## src/rtl/sbus_csr_pkg.sv

```systemverilog
package sbus_csr_pkg;

  localparam int CSR_W = 8;

  localparam int BIT_FLAG   = 7;
  localparam int BIT_SCLK   = 6;
  localparam int BIT_DEAF   = 5;
  localparam int BIT_RDPEND = 4;
  localparam int BIT_NACK   = 3;
  localparam int BIT_PREV   = 2;
  localparam int BIT_MASTER = 1;
  localparam int BIT_WPEND  = 0;

  typedef struct packed {
    logic sclk_en;
    logic prev_master;
    logic master;
  } ctrl_t;

  typedef struct packed {
    logic deaf;
    logic rdpend;
    logic nack;
    logic wpend;
  } stat_t;

endpackage

```

## src/rtl/sbus_csr_ctrl.sv

```systemverilog
module sbus_csr_ctrl
  import sbus_csr_pkg::*;
(
  input  logic  clk_i,
  input  logic  rst_ni,
  input  logic  wr_hit_i,
  input  ctrl_t wr_val_i,
  output ctrl_t ctrl_o
);

  ctrl_t ctrl_q, ctrl_d;

  always_comb begin
    ctrl_d = ctrl_q;
    if (wr_hit_i) ctrl_d = wr_val_i;
  end

  always_ff @(posedge clk_i or negedge rst_ni) begin
    if (!rst_ni) ctrl_q <= '0;
    else         ctrl_q <= ctrl_d;
  end

  assign ctrl_o = ctrl_q;

  a_r3_write_loads: assert property (@(posedge clk_i) disable iff (!rst_ni)
    wr_hit_i |=> ctrl_q == $past(wr_val_i));

  a_r3_no_write_holds: assert property (@(posedge clk_i) disable iff (!rst_ni)
    !wr_hit_i |=> $stable(ctrl_q));

endmodule

```

## src/rtl/sbus_csr_stat.sv

```systemverilog
module sbus_csr_stat
  import sbus_csr_pkg::*;
(
  input  logic  clk_i,
  input  logic  rst_ni,
  input  logic  msg_start_i,
  input  logic  tx_start_i,
  input  logic  ack_sample_i,
  input  logic  sda_i,
  input  logic  addr_match_i,
  input  logic  last_read_i,
  input  logic  tx_pend_i,
  output stat_t stat_o
);

  stat_t stat_q, stat_d;
  logic  nack_set;

  assign nack_set = ack_sample_i & sda_i;

  always_comb begin
    stat_d       = stat_q;
    stat_d.wpend = tx_pend_i;
    // set takes priority over clear
    if (nack_set)        stat_d.nack = 1'b1;
    else if (tx_start_i) stat_d.nack = 1'b0;
    if (addr_match_i)     stat_d.rdpend = 1'b1;
    else if (last_read_i) stat_d.rdpend = 1'b0;
    // deaf decided from read-pending as it stood when the message began
    if (msg_start_i) stat_d.deaf = stat_q.rdpend;
  end

  always_ff @(posedge clk_i or negedge rst_ni) begin
    if (!rst_ni) stat_q <= '0;
    else         stat_q <= stat_d;
  end

  assign stat_o = stat_q;

  a_r5_nack_set: assert property (@(posedge clk_i) disable iff (!rst_ni)
    (ack_sample_i && sda_i) |=> stat_q.nack);

  a_r5_nack_clear: assert property (@(posedge clk_i) disable iff (!rst_ni)
    (tx_start_i && !(ack_sample_i && sda_i)) |=> !stat_q.nack);

  a_r6_rdpend_set: assert property (@(posedge clk_i) disable iff (!rst_ni)
    addr_match_i |=> stat_q.rdpend);

  a_r6_rdpend_clear: assert property (@(posedge clk_i) disable iff (!rst_ni)
    (last_read_i && !addr_match_i) |=> !stat_q.rdpend);

  a_r7_deaf_set: assert property (@(posedge clk_i) disable iff (!rst_ni)
    (msg_start_i && stat_q.rdpend) |=> stat_q.deaf);

  a_r7_deaf_clear: assert property (@(posedge clk_i) disable iff (!rst_ni)
    (msg_start_i && !stat_q.rdpend) |=> !stat_q.deaf);

  a_r11_wpend_follows: assert property (@(posedge clk_i) disable iff (!rst_ni)
    1'b1 |=> stat_q.wpend == $past(tx_pend_i));

endmodule

```

## src/rtl/sbus_csr_irq.sv

```systemverilog
module sbus_csr_irq (
  input  logic clk_i,
  input  logic rst_ni,
  input  logic bus_en_i,
  input  logic src_master_i,
  input  logic src_nack_i,
  input  logic src_rdpend_i,
  input  logic clr_req_i,
  output logic irq_o,
  output logic flag_o
);

  logic flag_q, flag_d;
  logic any_src;

  assign any_src = src_master_i | src_nack_i | src_rdpend_i;
  assign irq_o   = bus_en_i & any_src;

  always_comb begin
    flag_d = flag_q;
    if (irq_o)          flag_d = 1'b1;
    else if (clr_req_i) flag_d = 1'b0;
  end

  always_ff @(posedge clk_i or negedge rst_ni) begin
    if (!rst_ni) flag_q <= 1'b0;
    else         flag_q <= flag_d;
  end

  assign flag_o = flag_q;

  a_r9_flag_set: assert property (@(posedge clk_i) disable iff (!rst_ni)
    irq_o |=> flag_q);

  a_r9_flag_hold: assert property (@(posedge clk_i) disable iff (!rst_ni)
    (flag_q && !clr_req_i) |=> flag_q);

  a_r9_flag_clear: assert property (@(posedge clk_i) disable iff (!rst_ni)
    (clr_req_i && !irq_o) |=> !flag_q);

  a_r8_irq_needs_src: assert property (@(posedge clk_i) disable iff (!rst_ni)
    irq_o |-> (bus_en_i && $countones({src_master_i, src_nack_i, src_rdpend_i}) != 0));

endmodule

```

## src/rtl/sbus_csr.sv

```systemverilog
module sbus_csr
  import sbus_csr_pkg::*;
#(
  parameter int              ADDR_W      = 8,
  parameter logic [ADDR_W-1:0] REG_ADDR  = 8'h19,
  parameter int              SYNC_STAGES = 2
) (
  input  logic              clk_i,
  input  logic              rst_ni,
  input  logic [ADDR_W-1:0] addr_i,
  input  logic              wr_en_i,
  input  logic [CSR_W-1:0]  wdata_i,
  output logic [CSR_W-1:0]  rdata_o,
  input  logic              bus_en_i,
  input  logic              msg_start_i,
  input  logic              tx_start_i,
  input  logic              ack_sample_i,
  input  logic              sda_i,
  input  logic              addr_match_i,
  input  logic              last_read_i,
  input  logic              tx_pend_i,
  output logic              irq_o,
  output logic              sclk_en_o,
  output logic              master_o,
  output logic              deaf_o
);

  localparam int SYNC_N = (SYNC_STAGES < 2) ? 2 : SYNC_STAGES;

  // reset: asserted asynchronously, released through a synchronizer
  logic [SYNC_N-1:0] rst_sync_q;
  logic              rst_n;

  always_ff @(posedge clk_i or negedge rst_ni) begin
    if (!rst_ni) rst_sync_q <= '0;
    else         rst_sync_q <= {rst_sync_q[SYNC_N-2:0], 1'b1};
  end

  assign rst_n = rst_sync_q[SYNC_N-1];

  logic  sel, wr_hit;
  ctrl_t wr_val, ctrl;
  stat_t stat;
  logic  flag;

  assign sel    = (addr_i == REG_ADDR);
  assign wr_hit = wr_en_i & sel;

  assign wr_val.sclk_en     = wdata_i[BIT_SCLK];
  assign wr_val.prev_master = wdata_i[BIT_PREV];
  assign wr_val.master      = wdata_i[BIT_MASTER];

  sbus_csr_ctrl u_ctrl (
    .clk_i    (clk_i),
    .rst_ni   (rst_n),
    .wr_hit_i (wr_hit),
    .wr_val_i (wr_val),
    .ctrl_o   (ctrl)
  );

  sbus_csr_stat u_stat (
    .clk_i        (clk_i),
    .rst_ni       (rst_n),
    .msg_start_i  (msg_start_i),
    .tx_start_i   (tx_start_i),
    .ack_sample_i (ack_sample_i),
    .sda_i        (sda_i),
    .addr_match_i (addr_match_i),
    .last_read_i  (last_read_i),
    .tx_pend_i    (tx_pend_i),
    .stat_o       (stat)
  );

  sbus_csr_irq u_irq (
    .clk_i        (clk_i),
    .rst_ni       (rst_n),
    .bus_en_i     (bus_en_i),
    .src_master_i (ctrl.master),
    .src_nack_i   (stat.nack),
    .src_rdpend_i (stat.rdpend),
    .clr_req_i    (wr_hit & wdata_i[BIT_FLAG]),
    .irq_o        (irq_o),
    .flag_o       (flag)
  );

  logic [CSR_W-1:0] csr_word;

  always_comb begin
    csr_word             = '0;
    csr_word[BIT_FLAG]   = flag;
    csr_word[BIT_SCLK]   = ctrl.sclk_en;
    csr_word[BIT_DEAF]   = stat.deaf;
    csr_word[BIT_RDPEND] = stat.rdpend;
    csr_word[BIT_NACK]   = stat.nack;
    csr_word[BIT_PREV]   = ctrl.prev_master;
    csr_word[BIT_MASTER] = ctrl.master;
    csr_word[BIT_WPEND]  = stat.wpend;
  end

  assign rdata_o   = sel ? csr_word : '0;
  assign sclk_en_o = ctrl.sclk_en;
  assign master_o  = ctrl.master;
  assign deaf_o    = stat.deaf;

  a_r1_quiet_in_reset: assert property (@(posedge clk_i)
    !rst_n |-> (!irq_o && !sclk_en_o && !master_o && !deaf_o));

  a_r4_status_write_ignored: assert property (@(posedge clk_i) disable iff (!rst_n)
    (wr_hit && (|{wdata_i[BIT_DEAF], wdata_i[BIT_RDPEND], wdata_i[BIT_NACK], wdata_i[BIT_WPEND]})
     && !msg_start_i && !tx_start_i && !ack_sample_i && !addr_match_i && !last_read_i)
    |=> $stable({stat.deaf, stat.rdpend, stat.nack}));

  a_r2_unselected_reads_zero: assert property (@(posedge clk_i) disable iff (!rst_n)
    !sel |-> rdata_o == '0);

endmodule

```

## config.mk

```make
export PLATFORM = sky130hd
export DESIGN_NAME = sbus_csr
export DESIGN_NICKNAME = d
export VERILOG_FILES = /design/src/rtl/sbus_csr_pkg.sv /design/src/rtl/sbus_csr_ctrl.sv /design/src/rtl/sbus_csr_stat.sv /design/src/rtl/sbus_csr_irq.sv /design/src/rtl/sbus_csr.sv
export SDC_FILE = /design/constraint.sdc
export NUM_CORES = 1
export LEC_CHECK = 0
export BUFFER_PORTS_ARGS = -buffer_cell sky130_fd_sc_hd__clkbuf_2
export CORE_AREA = 4 4 41 43
export CTS_BUF_LIST = sky130_fd_sc_hd__clkbuf_2
export DETAILED_ROUTE_END_ITERATION = 10
export DIE_AREA = 0 0 45 47
export PLACE_DENSITY = 0.79
export SLEW_MARGIN = 20
export SYNTH_ARGS = -nofsm -noshare
export SYNTH_HDL_FRONTEND = slang
export SYNTH_SLANG_ARGS = --single-unit
```

## constraint.sdc

```tcl
create_clock -name clk_i -period 1.24 [get_ports clk_i]
set_clock_uncertainty 0.05 [all_clocks]
set_input_delay 0.186 -clock clk_i [delete_from_list [all_inputs] [get_ports clk_i]]
set_output_delay 0.186 -clock clk_i [all_outputs]
set_load 0.01 [all_outputs]
```

Word level (Yosys, flattened, before mapping)
Index checks and enable logic that the tools add are counted.
{"block": "word_totals", "elab_cells": 26, "ff_bits": 10, "inputBits": 27, "out_inout_bits": 12}
{"block": "op_classes", "bitwise": 6, "mux": 7, "n_eq_ne": 1, "reduce_logical": 3}
{"cell": "8-bit by 5-bit == test with 1-bit output, second input constant", "count": 1}
{"cell": "8-bit 2-to-1 mux", "count": 1}
{"cell": "1-bit 2-to-1 mux", "count": 6}
{"cell": "2-bit nonzero test", "count": 3}
{"cell": "1-bit bitwise AND", "count": 4}
{"cell": "1-bit OR", "count": 2}

Depth between registers and ports, before layout
{"block": "logic_depth", "depth_word": 5, "mapped_depth": 3, "depth_no_buf": 3}

Modules after synthesis
Synthesis repeated with hierarchy kept, for this count alone.
{"block": "hier_totals", "hier_cells": 47, "area_unflattened_um2": 469.2}
{"module": "sbus_csr", "cells_per_inst": 27, "instances": 1, "area_each_um2": 176.4}
{"module": "sbus_csr_stat", "cells_per_inst": 10, "instances": 1, "area_each_um2": 138.9}
{"module": "sbus_csr_ctrl", "cells_per_inst": 6, "instances": 1, "area_each_um2": 108.9}
{"module": "sbus_csr_irq", "cells_per_inst": 4, "instances": 1, "area_each_um2": 45.0}

Least setup slack after synthesis
No wires, ideal clock.
{"block": "synth_timing", "kind": "reg2reg", "start": "reg u_stat.stat_q (netlist bit u_stat.stat_o[2])", "end": "reg u_irq.flag_q, in the netlist u_irq.flag_o", "setup_ns": 0.120, "path_slack_ns": 0.037, "stages_incl_launch_ff": 4, "period_less_slack_ns": 1.203, "arrival_ns": 1.033, "cell_sequence": "dfrtp_1 > o31a_1 > nand2b_1 > o22a_2"}
{"block": "synth_via", "elab_chain_cells": 3}
{"item": "from (decl)", "line_no": "sbus_csr_stat.sv:16", "source": "stat_t stat_q, stat_d;"}
{"item": "from (signal assigned)", "line_no": "sbus_csr_stat.sv:35", "source": "else stat_q <= stat_d;"}
{"item": "1-bit OR *", "line_no": "sbus_csr_irq.sv:16", "source": "assign any_src = src_master_i | src_nack_i | src_rdpend_i;"}
{"item": "1-bit bitwise AND *", "line_no": "sbus_csr_irq.sv:17", "source": "assign irq_o = bus_en_i & any_src;"}
{"item": "named net irq_o", "line_no": "sbus_csr.sv:22", "source": "output logic irq_o,"}
{"item": "1-bit 2-to-1 mux or 2-bit nonzero test (tied branches)"}
{"item": "to (signal assigned)", "line_no": "sbus_csr_irq.sv:27", "source": "else flag_q <= flag_d;"}
{"item": "to (decl)", "line_no": "sbus_csr_irq.sv:13", "source": "logic flag_q, flag_d;"}
The timed path passes the listed nets; every way through them passes the cells marked *.
A chain may end at the register's enable or synchronous reset.

Worst setup path after layout
{"block": "layout_timing", "start": "reg u_stat.stat_q (netlist bit u_stat.stat_o[1])", "end": "out irq_o"}
{"block": "layout_via", "elab_chain_cells": 3}
{"item": "1-bit OR (2 in series)", "line_no": "sbus_csr_irq.sv:16"}
{"item": "1-bit bitwise AND", "line_no": "sbus_csr_irq.sv:17"}
{"item": "to (decl)", "line_no": "sbus_csr.sv:22"}
No other way between the ends.

==> summary.txt <==
Run status
  – Outcome: finished with violations
  – Failing checks: setup timing

Worst hold path
  – Hold path cells: 2
  – Class of the worst hold path: input port to register

Worst setup path
  – Kind of end point of the critical path: output port
  – Worst r2r path cells: 4
  – Crit path DAT: 1.13 ns
  – Crit path max-delay cell type: dfrtp_1
  – Setup crit start kind: register
  – Crit-path max FO: 2
  – Slowest stage delay, CP: 0.40 ns
  – Worst path required time: 1.00 ns
  – Cell Chain, Critical Path: o31a_1 > clkbuf_2
  – WS Path Type: register to output port

Power
  – Max VDD drop: 0.402 mV
  – P_leak: 0.460 nW
  – Power Dens Cells: 814 nW/um^2
  – Clock power share: 28.9%
  – Comb pwr share: 17.4%
  – Cell internal pwr: 0.491 mW
  – Psw: 0.179 mW
  – Switching Fraction: 26.7%
  – Design Power: 0.670 mW
  – Sequential Power Share: 53.6%

Global route
  – Vias in the first global route: 466
  – Global-route wire length before repair: 1.88 mm
  – Total track usage: 13.3%
  – Gr ovfl total: 0
  – Largest net degree at the start of global routing: 9
  – Antenna violations before repair: 0

Run
  – Max-cap violation count: 0

Placement
  – Placed cells: 89
  – IO Port Bufs: 34
  – Final Wtd Congestion: 0.786

Yosys
  – Netlist Area Pre-Place: 462 sq um
  – Post-synthesis register bit count: 10
  – Post-Syn Instances: 36
  – Synth cell types: 17
  – Synthesis Warnings: 0
  – Mean post-synth cell area: 12.8 sq um
  – Syn Nets: 63
  – Register area share after synthesis: 54.2%

Route
  – Routed wire length per instance: 12.8 um
  – Total Wirelength: 1.27 mm
  – Total number of vias: 447
  – DRC: 0
  – DRT iter0 DRCs: 1
  – Detail Route Antenna Nets: 0
  – TritonRoute pass-1 iters: 4
  – DR vias/cell: 4.52

Cells and area
  – Non-Filler Instances: 99
  – Layout cells sized above 1: 71.4%
  – Final nets: 112
  – Antenna Cells: 0
  – Final Core Density: 63.3%
  – Synth-to-layout area growth: 78.3%
  – Filler Cells Inserted: 112

Clock network
  – CTS tree: built
  – Clk buf depth: 2
  – Worst-path clk slew: 0.11 ns
  – Clock latency at the later pin of the worst-skew pair: 0.26 ns
  – Num CTS Buffers: 3
  – Htree depth: 1
  – Root Buffer: clkbuf_2
  – Sink Count: 10

Floorplanning
  – Starting Density: 35.5%
  – Rows: 13
  – Die H: 47 um
  – Die ar.: 2120 sq um
  – # IOs: 39
  – Core outline area: 1300 sq um
  – Die width: 45 um

Timing
  – Final Max Slew Viols: 0
  – Setup violations, final: 10
  – RSZ-0062 raised after global routing: yes
  – Number of hold violations in the final report: 0
  – Final period util: 110%
  – Min Tclk post-route: 1.37 ns
  – Final hold slack: 0.0349 ns
  – Fin worst setup slack: -0.129 ns
  – Fmax: 731 MHz
[metrics by stage]
step / worst slack [ns] / cell area (sq um) / TNS [ns]
after floorplan: 0.0374 / 462 / 0
after global placement: -0.0514 / 681 / -0.457
after detailed placement: -0.0648 / 681 / -0.612
after CTS: -0.133 / 731 / -0.415
after global routing: -0.164 / 823 / -0.975
final: -0.129 / 823 / -0.593
[final cells by class]
| type | instances | area [sq um] | area share [%] |
|---|---|---|---|
| repair buffers | 44 | 298 | 36.2 |
| flip-flops and latches | 10 | 250 | 30.4 |
| multi-input cells | 24 | 230 | 28.0 |
| well taps | 15 | 18.8 | 2.28 |
| clock buffers | 3 | 15.0 | 1.82 |
| inverters | 2 | 7.51 | 0.912 |
| clock inverters | 1 | 3.75 | 0.456 |
[layout by cell type (no fill, tap or decap), types with 2 or more instances in the layout]
| master | synthesis | layout |
|---|---|---|
| clkbuf_2 | 0 | 28 |
| dfrtp_1 | 10 | 10 |
| buf_6 | 0 | 8 |
| buf_4 | 0 | 7 |
| and2_4 | 0 | 6 |
| mux2_4 | 3 | 3 |
| and2_1 | 8 | 2 |
| inv_1 | 2 | 2 |
| dlygate4sd3_1 | 0 | 2 |
| buf_2 | 0 | 2 |
[power groups by stage]
stage | Clock [mW] | Sequential (mW) | Combinational, mW
after floorplan | 0 | 0.366 | 0.0301
after global placement | 0 | 0.365 | 0.0878
after detailed placement | 0 | 0.366 | 0.0907
after CTS | 0.203 | 0.359 | 0.101
after global routing | 0.214 | 0.363 | 0.127
final | 0.194 | 0.360 | 0.117
[repair_timing]
item / 4_1_cts / 5_1_grt
endpoints found under the setup margin: 9 / 10
setup buffers: 1 / 3
pin swaps: 2 / 6
resized for setup: 1 / 23
hold endpoints to repair: 3 / 0
hold buffers: 2 / 0
[path summary, 6_finish.rpt]
| check | start | end | slack, ns |
|---|---|---|---|
| worst max-delay path | u_stat.stat_o[1] | irq_o | -0.13 |
| worst min-delay path | tx_start_i | u_stat.stat_o[1] | 0.03 |
| worst max register to register | u_stat.stat_o[1] | u_irq.flag_o | -0.08 |
| worst min register to register | rst_sync_q[1] | u_stat.stat_o[2] | 0.09 |
| max in group asynchronous | rst_sync_q[1] | u_ctrl.ctrl_o[2] | 0.80 |
| min in group asynchronous | rst_sync_q[1] | u_stat.stat_o[2] | 0.09 |
[sequential cells by signal (all words and copies together) (netlist names)]
| signal | flops |
|---|---|
| u_stat.stat_o | 4 |
| u_ctrl.ctrl_o | 3 |
| rst_sync_q | 2 |
| u_irq.flag_o | 1 |
[Yosys cell counts, drive strengths merged]
master  number  area [sq um]
dfrtp       10           250
o31a         1          8.76
nor2         1          3.75
and2         8          50.1
nand2        1          3.75
nand2b       1          6.26
inv          2          7.51
and2b        1          7.51
nand4        1          21.3
a21o         1          7.51
mux2         4          56.3
o22a         1          10.0
and3         1          7.51
o21ai        1          5.00
conb         1          3.75
and4bb       1          12.5
[cells by family (layout without fill, tap and decap cells)]
| group | Yosys count | count (layout) | synth area share [%] |
|---|---|---|---|
| muxes | 4 | 4 | 12.2 |
| other | 1 | 1 | 0.812 |
| AOI/OAI and AO/OA | 4 | 4 | 6.78 |
| buffers and inverters | 2 | 50 | 1.63 |
| and+or+nand+nor | 15 | 15 | 24.4 |
| DFF | 10 | 10 | 54.2 |
[critical path, delay by kind of cell, from the launching register on]
kind                   cells  cell delay (ns)
DFF                        1             0.40
AOI/OAI and AO/OA          1             0.33
buffers and inverters      1             0.14
[layer usage]
layer	GRT usage, %	wire length, um
met1	12.7	453
met2	25.4	710
met3	2.68	81
met4	8.77	23
met5	0	0
(Power assumes the default switching activity.)
